**src/rtl/lcd_pwr_pkg.sv**
```systemverilog
package lcd_pwr_pkg;

    typedef enum logic [2:0] {
        ST_OFF     = 3'd0,
        ST_UP_SUP  = 3'd1,
        ST_UP_SIG  = 3'd2,
        ST_ON      = 3'd3,
        ST_DN_BKL  = 3'd4,
        ST_DN_SIG  = 3'd5,
        ST_DN_REST = 3'd6
    } seq_state_e;

    typedef struct packed {
        logic       en;
        logic       sup_pol;
        logic       bkl_pol;
        logic [3:0] w_rest;
        logic [3:0] w_sig_sup;
        logic [3:0] w_bkl_sig;
        logic [3:0] w_sig_bkl;
        logic [3:0] w_sup_sig;
    } panel_cfg_t;

    localparam panel_cfg_t CFG_RESET = '{
        en: 1'b1, sup_pol: 1'b1, bkl_pol: 1'b1,
        w_rest: 4'd11, w_sig_sup: 4'd3, w_bkl_sig: 4'd7,
        w_sig_bkl: 4'd2, w_sup_sig: 4'd3
    };

    localparam logic [1:0] ADDR_CFG  = 2'd0;
    localparam logic [1:0] ADDR_CTL  = 2'd1;
    localparam logic [1:0] ADDR_STAT = 2'd2;

    function automatic logic [31:0] cfg_pack(input panel_cfg_t c);
        return {c.en, c.sup_pol, c.bkl_pol, 9'd0, c.w_rest, c.w_sig_sup,
                c.w_bkl_sig, c.w_sig_bkl, c.w_sup_sig};
    endfunction

endpackage

```
**src/rtl/lcd_pwr_tick.sv**
```systemverilog
module lcd_pwr_tick #(
    parameter int TICK_CYC = 270000
) (
    input  logic clk,
    input  logic rst_n,
    input  logic clr,
    output logic tick
);
    localparam int CW = (TICK_CYC > 2) ? $clog2(TICK_CYC) : 1;
    localparam logic [CW-1:0] LAST = CW'(TICK_CYC - 1);

    logic [CW-1:0] cnt_d, cnt_q;

    always_comb begin
        if (clr || cnt_q == LAST) cnt_d = '0;
        else                      cnt_d = cnt_q + 1'b1;
    end

    assign tick = (cnt_q == LAST);

    always_ff @(posedge clk or negedge rst_n) begin
        if (!rst_n) cnt_q <= '0;
        else        cnt_q <= cnt_d;
    end
endmodule

```
**src/rtl/lcd_pwr_timer.sv**
```systemverilog
module lcd_pwr_timer #(
    parameter int TW = 8
) (
    input  logic          clk,
    input  logic          rst_n,
    input  logic          start,
    input  logic [TW-1:0] load,
    input  logic          tick,
    output logic          done
);
    typedef struct packed {
        logic          run;
        logic [TW-1:0] rem;
    } tmr_t;

    tmr_t t_d, t_q;

    assign done = t_q.run && tick && (t_q.rem == TW'(1));

    always_comb begin
        t_d = t_q;
        if (start) begin
            t_d.run = 1'b1;
            t_d.rem = load;
        end else if (t_q.run && tick) begin
            if (t_q.rem == TW'(1)) t_d.run = 1'b0;
            t_d.rem = t_q.rem - 1'b1;
        end
    end

    always_ff @(posedge clk or negedge rst_n) begin
        if (!rst_n) t_q <= '0;
        else        t_q <= t_d;
    end
endmodule

```
**src/rtl/lcd_pwr_seq.sv**
```systemverilog
module lcd_pwr_seq
    import lcd_pwr_pkg::*;
#(
    parameter int TICK_CYC  = 270000,
    parameter int LONG_MULT = 10
) (
    input  logic        clk,
    input  logic        rst_n,
    input  logic        reg_wr,
    input  logic [1:0]  reg_addr,
    input  logic [31:0] reg_wdata,
    output logic [31:0] reg_rdata,
    output logic        panel_supply_o,
    output logic        panel_sig_en_o,
    output logic        panel_bklt_o
);
    localparam int TW = $clog2(16 * LONG_MULT + 1);

    typedef struct packed {
        panel_cfg_t cfg;
        logic       locked;
        logic       ctl;
        seq_state_e st;
    } seq_regs_t;

    seq_regs_t r_d, r_q;

    panel_cfg_t cfg_q;
    seq_state_e st_q;
    logic       locked_q, ctl_q;
    logic       tmr_start, tmr_done, tick;
    logic [TW-1:0] tmr_load;
    logic       sup_act, sig_act, bkl_act, busy;
    logic       unused_wdata;

    assign cfg_q    = r_q.cfg;
    assign st_q     = r_q.st;
    assign locked_q = r_q.locked;
    assign ctl_q    = r_q.ctl;
    assign unused_wdata = ^reg_wdata[28:20];

    function automatic logic [TW-1:0] span(input logic [3:0] code, input logic long_step);
        logic [TW-1:0] base;
        base = TW'(code) + TW'(1);
        return long_step ? TW'(base * TW'(LONG_MULT)) : base;
    endfunction

    always_comb begin
        r_d       = r_q;
        tmr_start = 1'b0;
        tmr_load  = '0;
        if (reg_wr && reg_addr == ADDR_CFG && !r_q.locked) begin
            r_d.cfg = '{en: reg_wdata[31], sup_pol: reg_wdata[30], bkl_pol: reg_wdata[29],
                        w_rest: reg_wdata[19:16], w_sig_sup: reg_wdata[15:12],
                        w_bkl_sig: reg_wdata[11:8], w_sig_bkl: reg_wdata[7:4],
                        w_sup_sig: reg_wdata[3:0]};
            r_d.locked = 1'b1;
        end
        if (reg_wr && reg_addr == ADDR_CTL) r_d.ctl = reg_wdata[0];
        if (!r_d.cfg.en) begin
            r_d.ctl = 1'b0;
            r_d.st  = ST_OFF;
        end else begin
            unique case (r_q.st)
                ST_OFF: if (r_q.ctl) begin
                    r_d.st = ST_UP_SUP; tmr_start = 1'b1;
                    tmr_load = span(r_q.cfg.w_sup_sig, 1'b0);
                end
                ST_UP_SUP: if (tmr_done) begin
                    r_d.st = ST_UP_SIG; tmr_start = 1'b1;
                    tmr_load = span(r_q.cfg.w_sig_bkl, 1'b1);
                end
                ST_UP_SIG: if (tmr_done) r_d.st = ST_ON;
                ST_ON: if (!r_q.ctl) begin
                    r_d.st = ST_DN_BKL; tmr_start = 1'b1;
                    tmr_load = span(r_q.cfg.w_bkl_sig, 1'b1);
                end
                ST_DN_BKL: if (tmr_done) begin
                    r_d.st = ST_DN_SIG; tmr_start = 1'b1;
                    tmr_load = span(r_q.cfg.w_sig_sup, 1'b0);
                end
                ST_DN_SIG: if (tmr_done) begin
                    r_d.st = ST_DN_REST; tmr_start = 1'b1;
                    tmr_load = span(r_q.cfg.w_rest, 1'b1);
                end
                ST_DN_REST: if (tmr_done) r_d.st = ST_OFF;
                default: r_d.st = ST_OFF;
            endcase
        end
    end

    always_ff @(posedge clk or negedge rst_n) begin
        if (!rst_n) r_q <= '{cfg: CFG_RESET, locked: 1'b0, ctl: 1'b0, st: ST_OFF};
        else        r_q <= r_d;
    end

    lcd_pwr_tick #(.TICK_CYC(TICK_CYC)) u_tick (
        .clk(clk), .rst_n(rst_n), .clr(tmr_start), .tick(tick)
    );

    lcd_pwr_timer #(.TW(TW)) u_timer (
        .clk(clk), .rst_n(rst_n), .start(tmr_start), .load(tmr_load),
        .tick(tick), .done(tmr_done)
    );

    assign sup_act = (st_q != ST_OFF) && (st_q != ST_DN_REST);
    assign sig_act = (st_q == ST_UP_SIG) || (st_q == ST_ON) || (st_q == ST_DN_BKL);
    assign bkl_act = (st_q == ST_ON);
    assign busy    = (st_q != ST_OFF) && (st_q != ST_ON);

    assign panel_supply_o = sup_act ^ ~cfg_q.sup_pol;
    assign panel_sig_en_o = sig_act;
    assign panel_bklt_o   = bkl_act ^ ~cfg_q.bkl_pol;

    always_comb begin
        case (reg_addr)
            ADDR_CFG:  reg_rdata = cfg_pack(cfg_q);
            ADDR_CTL:  reg_rdata = {31'd0, ctl_q};
            ADDR_STAT: reg_rdata = {27'd0, locked_q, busy, st_q};
            default:   reg_rdata = '0;
        endcase
    end
endmodule

```
**config.mk**
```make
export PLATFORM = sky130hd
export DESIGN_NAME = lcd_pwr_seq
export DESIGN_NICKNAME = d
export VERILOG_FILES = /design/src/rtl/lcd_pwr_pkg.sv /design/src/rtl/lcd_pwr_tick.sv /design/src/rtl/lcd_pwr_timer.sv /design/src/rtl/lcd_pwr_seq.sv
export SDC_FILE = /design/constraint.sdc
export NUM_CORES = 1
export LEC_CHECK = 0
export BUFFER_PORTS_ARGS = -buffer_cell sky130_fd_sc_hd__buf_2
export CORE_MARGIN = 2
export CORE_UTILIZATION = 40
export CTS_CLUSTER_DIAMETER = 200
export DETAILED_ROUTE_END_ITERATION = 12
export PLACE_DENSITY = 0.65
export SYNTH_ARGS = -nofsm -noshare
export SYNTH_HDL_FRONTEND = slang
export SYNTH_SLANG_ARGS = --single-unit
```
**constraint.sdc**
```tcl
create_clock -name clk -period 3.8 [get_ports clk]
set_clock_uncertainty 0.15 [all_clocks]
set_input_delay 0.38 -clock clk [delete_from_list [all_inputs] [get_ports clk]]
set_output_delay 0.38 -clock clk [all_outputs]
set_load 0.02 [all_outputs]
```
==> results list, run 1 <==
* Clock input transition at the sequential cells of the worst setup and hold paths: between 100 and 150 ps
- Yosys printed 0 warnings.
- The max-slew violation count is 0.
- Buffers inserted during clock tree synthesis total 5.
- Sum of net half-perimeters after detailed placement: 5.998 mm
* Path type of the worst min-delay path: input pin to async pin
* Sequential element share of the synthesized area: between 30% and 40%
- The clock net in this run drives a total of between 50 and 60 sinks.
- CP endpoint kind: register
* Count of inserted antenna diode cells: 0
* Worst endpoint data arrival time: approximately 3100 ps
* Drt total wl: slightly above 8 mm
- After layout, the worst path uses between 70% and 80% of the clock period.
- CP Max Fanout: 6
- Number of failing setup endpoints in the final timing report: 0
* Number of hold buffers added after CTS: 0
* Fin area: roughly 4300 µm²
- Overall power consumption after layout is estimated at 2004 µW.
- The area growth from synthesis to layout is 12.00%.
- Post-layout min period: just over 3000 ps
* Async S/R FF share, synth: 100.0%
- Maximum vdd drop: roughly 0.00022 V
- Count of flip-flops with a built-in enable after synthesis: 0
- H-tree depth: 2
- Vert. Die Dim: around 100 µm
* Combinational family with the most area after synthesis: simple AND/OR/NAND/NOR gates
* Residual overflow from global routing: 0
- Summed over all cells, the static leakage comes to roughly 0.0021 µW.
- Highest achievable clock rate: between 300 and 400 MHz
- Number of buffers on the longest clock path: 2
- Dominant synthesized flop cell: dfrtp_1
- Endpoint of the most critical register-to-register path: u_timer.t_q[6]$_DFFE_PN0P_
- Simple-Gate Fraction of Synth Area: between 20 and 25%
* Highest-count cells in the layout ignoring fill and taps: 53 x buf_2, 49 x nor2_1, 42 x dfrtp_1, 22 x nand2_1, 22 x mux2_2
- On the critical path, the stage with the largest delay is an instance of dfstp_2.
* Core utilization of the finished layout: 46.57%
- Traced cell by cell, the critical path runs through nand3_1, xnor2_1, ha_1, ha_1, fa_1, xnor2_1, xnor3_1, nor3_1, a31oi_1, a31oi_1, a2bb2oi_1.
- The number of buffers and inverters on the critical path is 0.
- Wire length of the first global-routing pass: approximately 14 mm
- Setup repair after global routing left no endpoint under its margin.
* Clock tree from TritonCTS: yes
* Filler Cells Inserted: 922
- The number of setup buffers added after CTS is 0.
- Slew @ Worst Pin: between 900 and 1000 ps
* Via count of the first global-routing pass: about 2.8k
* Post-cts repair resize count: 0
* Largest delay share family, worst path: adder cells
- Multiplexer fraction of the synthesized cell area: 10.39%
- Setup slack on the worst reg-to-reg path comes out at 770 ps.
- Floorplan die width: 102.5 µm
- After detailed routing, the average wire length per cell comes to ~14 µm.
- Leading cell type in the layout, fill and taps excluded: buf_2
- Worst stage delay on the critical path: 590 ps
* Number of cells produced by synthesis: roughly 390
* Initial antenna violation count: 0
* Clock network power share: 20.7%
- IO Port Bufs: between 50 and 60
- In this run the tightest slew margin relative to its limit is a little over a third.
- Post-place instance area: approximately 4200 µm²
* Initial standard-cell utilization of the core: between 40% and 50%
- The worst register-to-register path has a depth of 11.
* Via Count: around 2.9k
- After synthesis, the netlist uses 58 different library cells.
* First-pass iteration count of the detailed router: 5
- Area occupied by multi-input gates: 2326 µm²
- Count of routing violations after the opening detailed-route iteration: ~130
- Average instance area after synthesis: between 9 and 10 µm²
- In the routed design, unresolved DRC markers number 0.
- Vias per Instance: a little over 5
* Master cell of the clock root buffer: clkbuf_8
- Across the whole layout, storage elements account for around 1400 µm².
- Max-cap violations: 0
- Sequential cell fraction of total power: a little under half
- Post-route ant nets: 0
- Across every metal layer, demand over resource in global routing totals 16.44%.
* Worst endpoint required time: between 3000 and 4000 ps
- In this run, synthesis produced a sequential element count of 56.
* Worst reg2reg path startpoint: cfg_q[10]$_DFFE_PN1P_
- Placement row count: 35
- Clock network latency to the later pin of the worst-skew pair: between 300 and 400 ps
- The final layout contains 500 nets.
- Synth Area in Compound Gates: 8.097%
* Kind of critical path: register to register
- CP Launch Type: register
- Portion of total power attributed to combinational logic: 34.0%
- P_sw: around 700 µW
- Status: finished clean
* Xor/xnor share of the synthesized area: a little over a tenth
- Cell-internal power: roughly 1300 µW
- The post-route netlist has 26.30% of its cells at a drive strength greater than 1.
- Setup total negative slack on the finished layout was measured at 0 ps.
- The die covers 10500 µm².
- Adder-Cell Fraction of Synth Area: about 8%
- During I/O placement, the number of pins put on the boundary was 72.
* Maximum number of pins on one net before global-route repair: 39
* Final hold vios: 0
- In this run switching power makes up between 30 and 40% of total power.
- Dividing total power by cell area gives a power density of between 400 and 500 nW/µm².
* Post-Syn Area: around 3900 µm²
* Core area: 9328 µm²
* Routability-driven placement congestion ratio: between 0.8 and 0.9
cell type report:
type / instances / area share, %
Sequential cell: 56 / 32.66
Inverter: 11 / 0.9505
Clock buffer: 5 / 1.584
Clock inverter: 3 / 1.094
Multi-Input combinational cell: 311 / 53.54
Timing Repair Buffer: 55 / 6.452
Tap cell: 129 / 3.715
per-layer routing:
metal | GRT usage [%] | vias to the layer above | part of all wire, %
met2 | 25.69 | 58 | 47
met1 | 23.67 | 1431 | 48
li1 | - | 1440 | -
met4 | 4.308 | 0 | 1.2
met5 | 0 | - | 0
met3 | 2.736 | 8 | 3.9
power by group through the flow:
stage / combinational, µW / clock, µW / sequential [µW]
floorplan: 550 / 0 / 863
global placement: 658 / 0 / 909
detailed placement: 682 / 0 / 917
CTS: 689 / 432 / 907
global route: 779 / 453 / 935
finish: 682 / 415 / 907
flip-flops by register name, summed over array words and instances (netlist names):
name and cells:
cfg_q 23, u_tick.cnt_q 19, u_timer.t_q 9, st_q 3
ctl_q 1, locked_q 1
synth_stat cells (all sizes together), types with 5 or more instances:
master / number / area, µm²
nor2: 50 / 190.2
dfrtp: 42 / 1051
nand2: 24 / 105.1
mux2: 23 / 262.8
xor2: 21 / 183.9
ha: 20 / 250.2
xnor2: 20 / 175.2
nand3: 19 / 100.1
and2: 18 / 112.6
dfstp: 14 / 367.9
mux2i: 14 / 140.1
buf: 12 / 83.82
o21ai: 12 / 71.32
inv: 11 / 41.29
a21oi: 10 / 50.05
and3: 10 / 67.56
clkbuf: 10 / 38.78
nor3: 8 / 45.04
nand4: 5 / 37.53
metrics by stage:
stage / cells / hold WS, ps / setup WS, ps
after floorplan: 400 / -65.59 / 1068
after global placement: 562 / 321.1 / 924.7
after detailed placement: 562 / 336.5 / 818.3
after CTS: 570 / 29.17 / 774.7
after global routing: 570 / 84.05 / 561.3
final: 570 / 8.265 / 772.6
worst reg2reg max path: stages, from the launching register on:
cell and delay (ps):
dfstp_2 590, nand3_1 140, xnor2_1 160, ha_1 300
ha_1 210, fa_1 380, xnor2_1 160, xnor3_1 270
nor3_1 190, a31oi_1 70, a31oi_1 150, a2bb2oi_1 180
kinds of logic after synthesis:
group                      after synthesis
other                                    1
DFF                                     56
muxes                                   37
xor gates and xnor gates                43
AOI/OAI and AO/OA                       44
adders and majority gates               23
buffers and inverters                   33
and+or+nand+nor                        155
worst max-delay path by stage:
| stage | slack (ps) | cells past startpoint | endpoint | from |
|---|---|---|---|---|
| 3_3_place_gp | 920 | 11 | u_timer.t_q[6]$_DFFE_PN0P_ | cfg_q[10]$_DFFE_PN1P_ |
| 3_5_place_dp | 820 | 11 | u_timer.t_q[6]$_DFFE_PN0P_ | cfg_q[10]$_DFFE_PN1P_ |
| 4_1_cts | 770 | 11 | u_timer.t_q[6]$_DFFE_PN0P_ | cfg_q[10]$_DFFE_PN1P_ |
| 6_report | 770 | 11 | u_timer.t_q[6]$_DFFE_PN0P_ | cfg_q[10]$_DFFE_PN1P_ |
| 5_1_grt | 560 | 11 | u_timer.t_q[6]$_DFFE_PN0P_ | cfg_q[10]$_DFFE_PN1P_ |
| 2_1_floorplan | 1070 | 11 | u_timer.t_q[6]$_DFFE_PN0P_ | cfg_q[10]$_DFFE_PN1P_ |
Power figures use the tool's default switching activity.
==> inputs of run 2 (changes only) <==
Settings changed: ABC_AREA set to 1, PLACE_DENSITY 0.65 to 0.64.
Clock period 3.8 ns to 2.9 ns, I/O delays scaled along.
==> run 2 against run 1 <==
Worst setup slack got worse by 580 ps. Critical endpoint unchanged. Final cell count rose by 28%. Largest power group unchanged. Count of clock-buffer cells in the layout did not move.
==> results list, run 2 <==
- The final total negative setup slack is 0 ps (unchanged).
- Leakage power figure: 0.002441 µW (+18%)
- The number of antenna-violating nets in the routed design was 0 (unchanged).
- Reg-to-reg slack, setup: 200 ps (-580 ps)
* CP Max Fanout: 5 (-1)
* Final hold vios: 0 (unchanged)
- Post-place instance area: 4347 µm² (+2.8%)
- The synthesized area per cell came to 7.387 µm² (-25%).
- The critical path arrival is 2770 ps (-350 ps).
- Post-layout nets: 656 (+31%)
- Post-Syn Area: 3996 µm² (+3.0%)
- Placement row count: 36 (+2.9%)
* Worst stage delay on the critical path: 600 ps (about the same)
- Worst endpoint required time: 2960 ps (-940 ps)
- Wire length per cell after detailed routing: 12.13 µm (-14%)
- Async S/R FF share, synth: 100.0% (unchanged)
* Drc violations: 0 (unchanged)
- The global-route congestion overflow total is 0 (unchanged).
- Most numerous cell types in the synthesized netlist: 106 x nand2_1, 89 x nor2_1, 65 x inv_1, 46 x nand3_1, 42 x dfrtp_1
* Portion of total power attributed to combinational logic: 36.2% (+2.2 points)
- The library cells used most frequently in the layout, excluding fill and tap cells, are 105 x nand2_1, 89 x nor2_1, 65 x inv_1, 53 x buf_2, 46 x nand3_1.
* Total buffers and inverters traversed by the critical path: 0 (unchanged)
- Number of warnings reported in the yosys synthesis log: 0 (unchanged)
- Post-route worst setup slack: 197.4 ps (-575.2 ps)
- Synthesis-to-layout area growth: 11.93% (about the same)
* Cell with the most instances after synthesis: nand2_1
- The startpoint identified for the worst hold timing path is reg_wdata[30].
- The worst reg2reg path depth is 13 (+2).
* Path type of the worst min-delay path: input pin to register
* Hold path endpoint: cfg_q[21]$_DFFE_PN1P_
* I/O pin count: 72 (unchanged)
- The sum of internal, switching and leakage power is 2317 µW (+16%).
- Dominant synthesized flop cell: dfrtp_1
- The number of DRC markers in iteration 0 came to 179 (+43%).
- The number of distinct library cell variants in the gate-level netlist after synthesis came to 42 (-28%).
- CP endpoint kind: register
- Sequential cell fraction of total power: 44.6% (-0.6 points)
* Kind of critical path: register to register
- Global route hottest layer: met2
* Vias per Instance: 4.847 (-5.9%)
* Number of buffers on the longest clock path: 2 (unchanged)
- The gate count of the mapped netlist is 541 (+38%).
* Floorplan die width: 104.0 µm (+1.4%)
- H-tree depth: 2 (unchanged)
* First-pass iteration count of the detailed router: 5 (unchanged)
- The via count of the first global-routing pass was 3404 (+20%).
* P_sw: 949.2 µW (+32%)
* Cell types with the largest area share after synthesis: dfrtp_1 26%, nand2_1 10%, dfstp_2 9.2%
* Count of flip-flops with a built-in enable after synthesis: 0 (unchanged)
- Global-route total usage across every layer: 16.81% (+0.37 points)
- The maximum achievable frequency is 370.0 MHz (+12%).
- Register bit total from synthesis: 56 (unchanged)
- Leading cell type in the layout, fill and taps excluded: nand2_1
* Share of final-layout standard cells stronger than drive strength 1: 20.27% (-6.0 points)
- RSZ-0062 raised after global routing: false
- Maximum vdd drop: 0.0002412 V (+9.7%)
- Summed over all instances, the cell type with the most area after synthesis is dfrtp_1.
- Max FFs per register: 23 (unchanged)
- Cell-internal power: 1368 µW (+6.4%)
- The detailed-route wire length came to 8.855 mm (+10%).
* Fraction of power spent switching nets: 40.96% (+5.1 points)
- The cell family contributing the most delay on the critical path is adder cells.
- Number of failing setup endpoints in the final timing report: 0 (unchanged)
* Minimum setup slack after placement: 190.2 ps (-628.1 ps)
- Share of the cycle needed by the critical path after routing: 93.19% (+14 points)
- The sum of net half-perimeters after detailed placement came to 6.842 mm (+14%).
* Routability-driven placement congestion ratio: 0.8613 (+4.7%)
- Wire length of the first global-routing pass: 15.35 mm (+12%)
- Final number of max-transition violations: 0 (unchanged)
- The initial cell density of the core was 41.08% (-0.51 points).
- Met2 usage in global routing: 27.49% (+1.8 points)
* Normalized max-slew margin: 52.04% (+17 points)
* Number of CTS-inserted buffers: 5 (unchanged)
- Sequential element share of the synthesized area: 35.50% (-1.1 points)
- Hold path depth: 3
* Worst path most repeated cell: nand2_1
- Slowest-stage cell, CP: dfstp_2
* CP Launch Type: register
- Fin area: 4473 µm² (+3.0%)
- The area of the core region came to 9729 µm² (+4.3%).
* Count of inserted antenna diode cells: 0 (unchanged)
- The clock slew at the register clock pins of the worst setup and hold paths was 110 ps (about the same).
* Clock network latency to the later pin of the worst-skew pair: 310 ps (about the same)
- The routed via count was 3538 (+20%).
- Initial antenna violation count: 0 (unchanged)
- Clock tree sinks: 56 (unchanged)
* Final hold slack: 50.53 ps (+42.26 ps)
- Met3 track utilization from global routing: 2.757% (+0.021 points)
- Max-cap violations: 0 (unchanged)
* Yosys top cell area share: 26.30% (-0.80 points)
* Clock tree from TritonCTS: yes
- In this run the critical register-to-register path is launched from cfg_q[10]$_DFFE_PN1P_.
- IO Port Bufs: 53 (unchanged)
* Post-layout min period: 2703 ps (-324.8 ps)
* Maximum number of pins on one net before global-route repair: 57 (+46%)
* Critical path, cell by cell: nand3_1, xor2_2, ha_1, ha_1, fa_1, xor2_1, nand2_1, nand2_1, nor2_1, a21oi_1, nand2_1, nand2_1, nor2_1
* Slew @ Worst Pin: 719.4 ps (-250.4 ps)
- The clock share of power came to 19.2% (-1.5 points).
* Status: finished clean
- Total Die Area: 10810 µm² (+2.9%)
- Vert. Die Dim: 104.0 µm (+1.4%)
* Endpoint of the most critical register-to-register path: u_timer.t_q[6]$_DFFE_PN0P_
- Master cell of the clock root buffer: clkbuf_8
* Power per Cell Area: 518.1 nW/µm² (+12%)
- Met1 GRT Util: 23.76% (+0.092 points)
run 2: timing repair:
| item | CTS | global route |
|---|---|---|
| setup buffers | 0 | 2 |
| hold endpoints to repair | 30 | 0 |
| setup endpoints to repair | 0 | 1 |
| hold buffers | 1 | 0 |
| resized for setup | 0 | 2 |
run 2: power by group through the flow:
stage	Sequential [µW]	Combinational, µW	Clock [µW]
3_3_place_gp	1040	835	0
5_1_grt	1050	964	496
3_5_place_dp	1040	847	0
4_1_cts	1030	852	468
2_1_floorplan	1010	677	0
6_report	1030	840	444
run 2: area by class of cell:
cell class | count | area [µm²]
multi-input cells | 405 | 2228
clock buffers | 5 | 68.82
well taps | 133 | 166.4
fillers | 1040 | 5256
inverters | 70 | 262.8
repair buffers | 58 | 305.3
flip-flops and latches | 56 | 1419
clock inverters | 3 | 22.52
run 2: per-layer routing:
| metal | wire length (µm) | vias up |
|---|---|---|
| li1 | - | 1812 |
| met4 | 61 | 0 |
| met2 | 4024 | 62 |
| met3 | 299 | 6 |
| met5 | 0 | - |
| met1 | 4469 | 1658 |
run 2: how the worst max path moves through the flow:
| stage | from | end | slack (ps) | depth (start not counted) |
|---|---|---|---|---|
| CTS | cfg_q[16]$_DFFE_PN1P_ | u_timer.t_q[6]$_DFFE_PN0P_ | 170 | 16 |
| floorplan | cfg_q[16]$_DFFE_PN1P_ | u_timer.t_q[6]$_DFFE_PN0P_ | 350 | 16 |
| global route | cfg_q[19]$_DFFE_PN1P_ | u_timer.t_q[6]$_DFFE_PN0P_ | 10 | 16 |
| global placement | cfg_q[16]$_DFFE_PN1P_ | u_timer.t_q[6]$_DFFE_PN0P_ | 230 | 16 |
| finish | cfg_q[10]$_DFFE_PN1P_ | u_timer.t_q[6]$_DFFE_PN0P_ | 200 | 13 |
| detailed placement | cfg_q[16]$_DFFE_PN1P_ | u_timer.t_q[6]$_DFFE_PN0P_ | 190 | 16 |
run 2: worst reg2reg max path, stage by stage (launching register included):
cell and delay [ps]:
dfstp_2 600, nand3_1 120, xor2_2 180, ha_1 300, ha_1 210, fa_1 380
xor2_1 200, nand2_1 80, nand2_1 60, nor2_1 40, a21oi_1 110, nand2_1 70
nand2_1 70, nor2_1 30
run 2: cell families (layout without fill, tap and decap cells):
logic type	count (synthesis)	count (layout)	share of synthesized area [%]
compound gates	50	50	6.888
xor+xnor	26	26	5.698
fa+ha+maj	23	23	7.765
buf+inv	88	136	9.737
flops	56	56	35.50
mux	2	2	0.5635
other cells	1	9	0.09384
simple gates	295	295	33.75
run 2: through the flow:
stage,std cells,util (%)
final,730,45.97
after floorplan,549,-
after global routing,730,45.97
after detailed placement,719,44.68
after CTS,728,45.72
after global placement,719,44.68
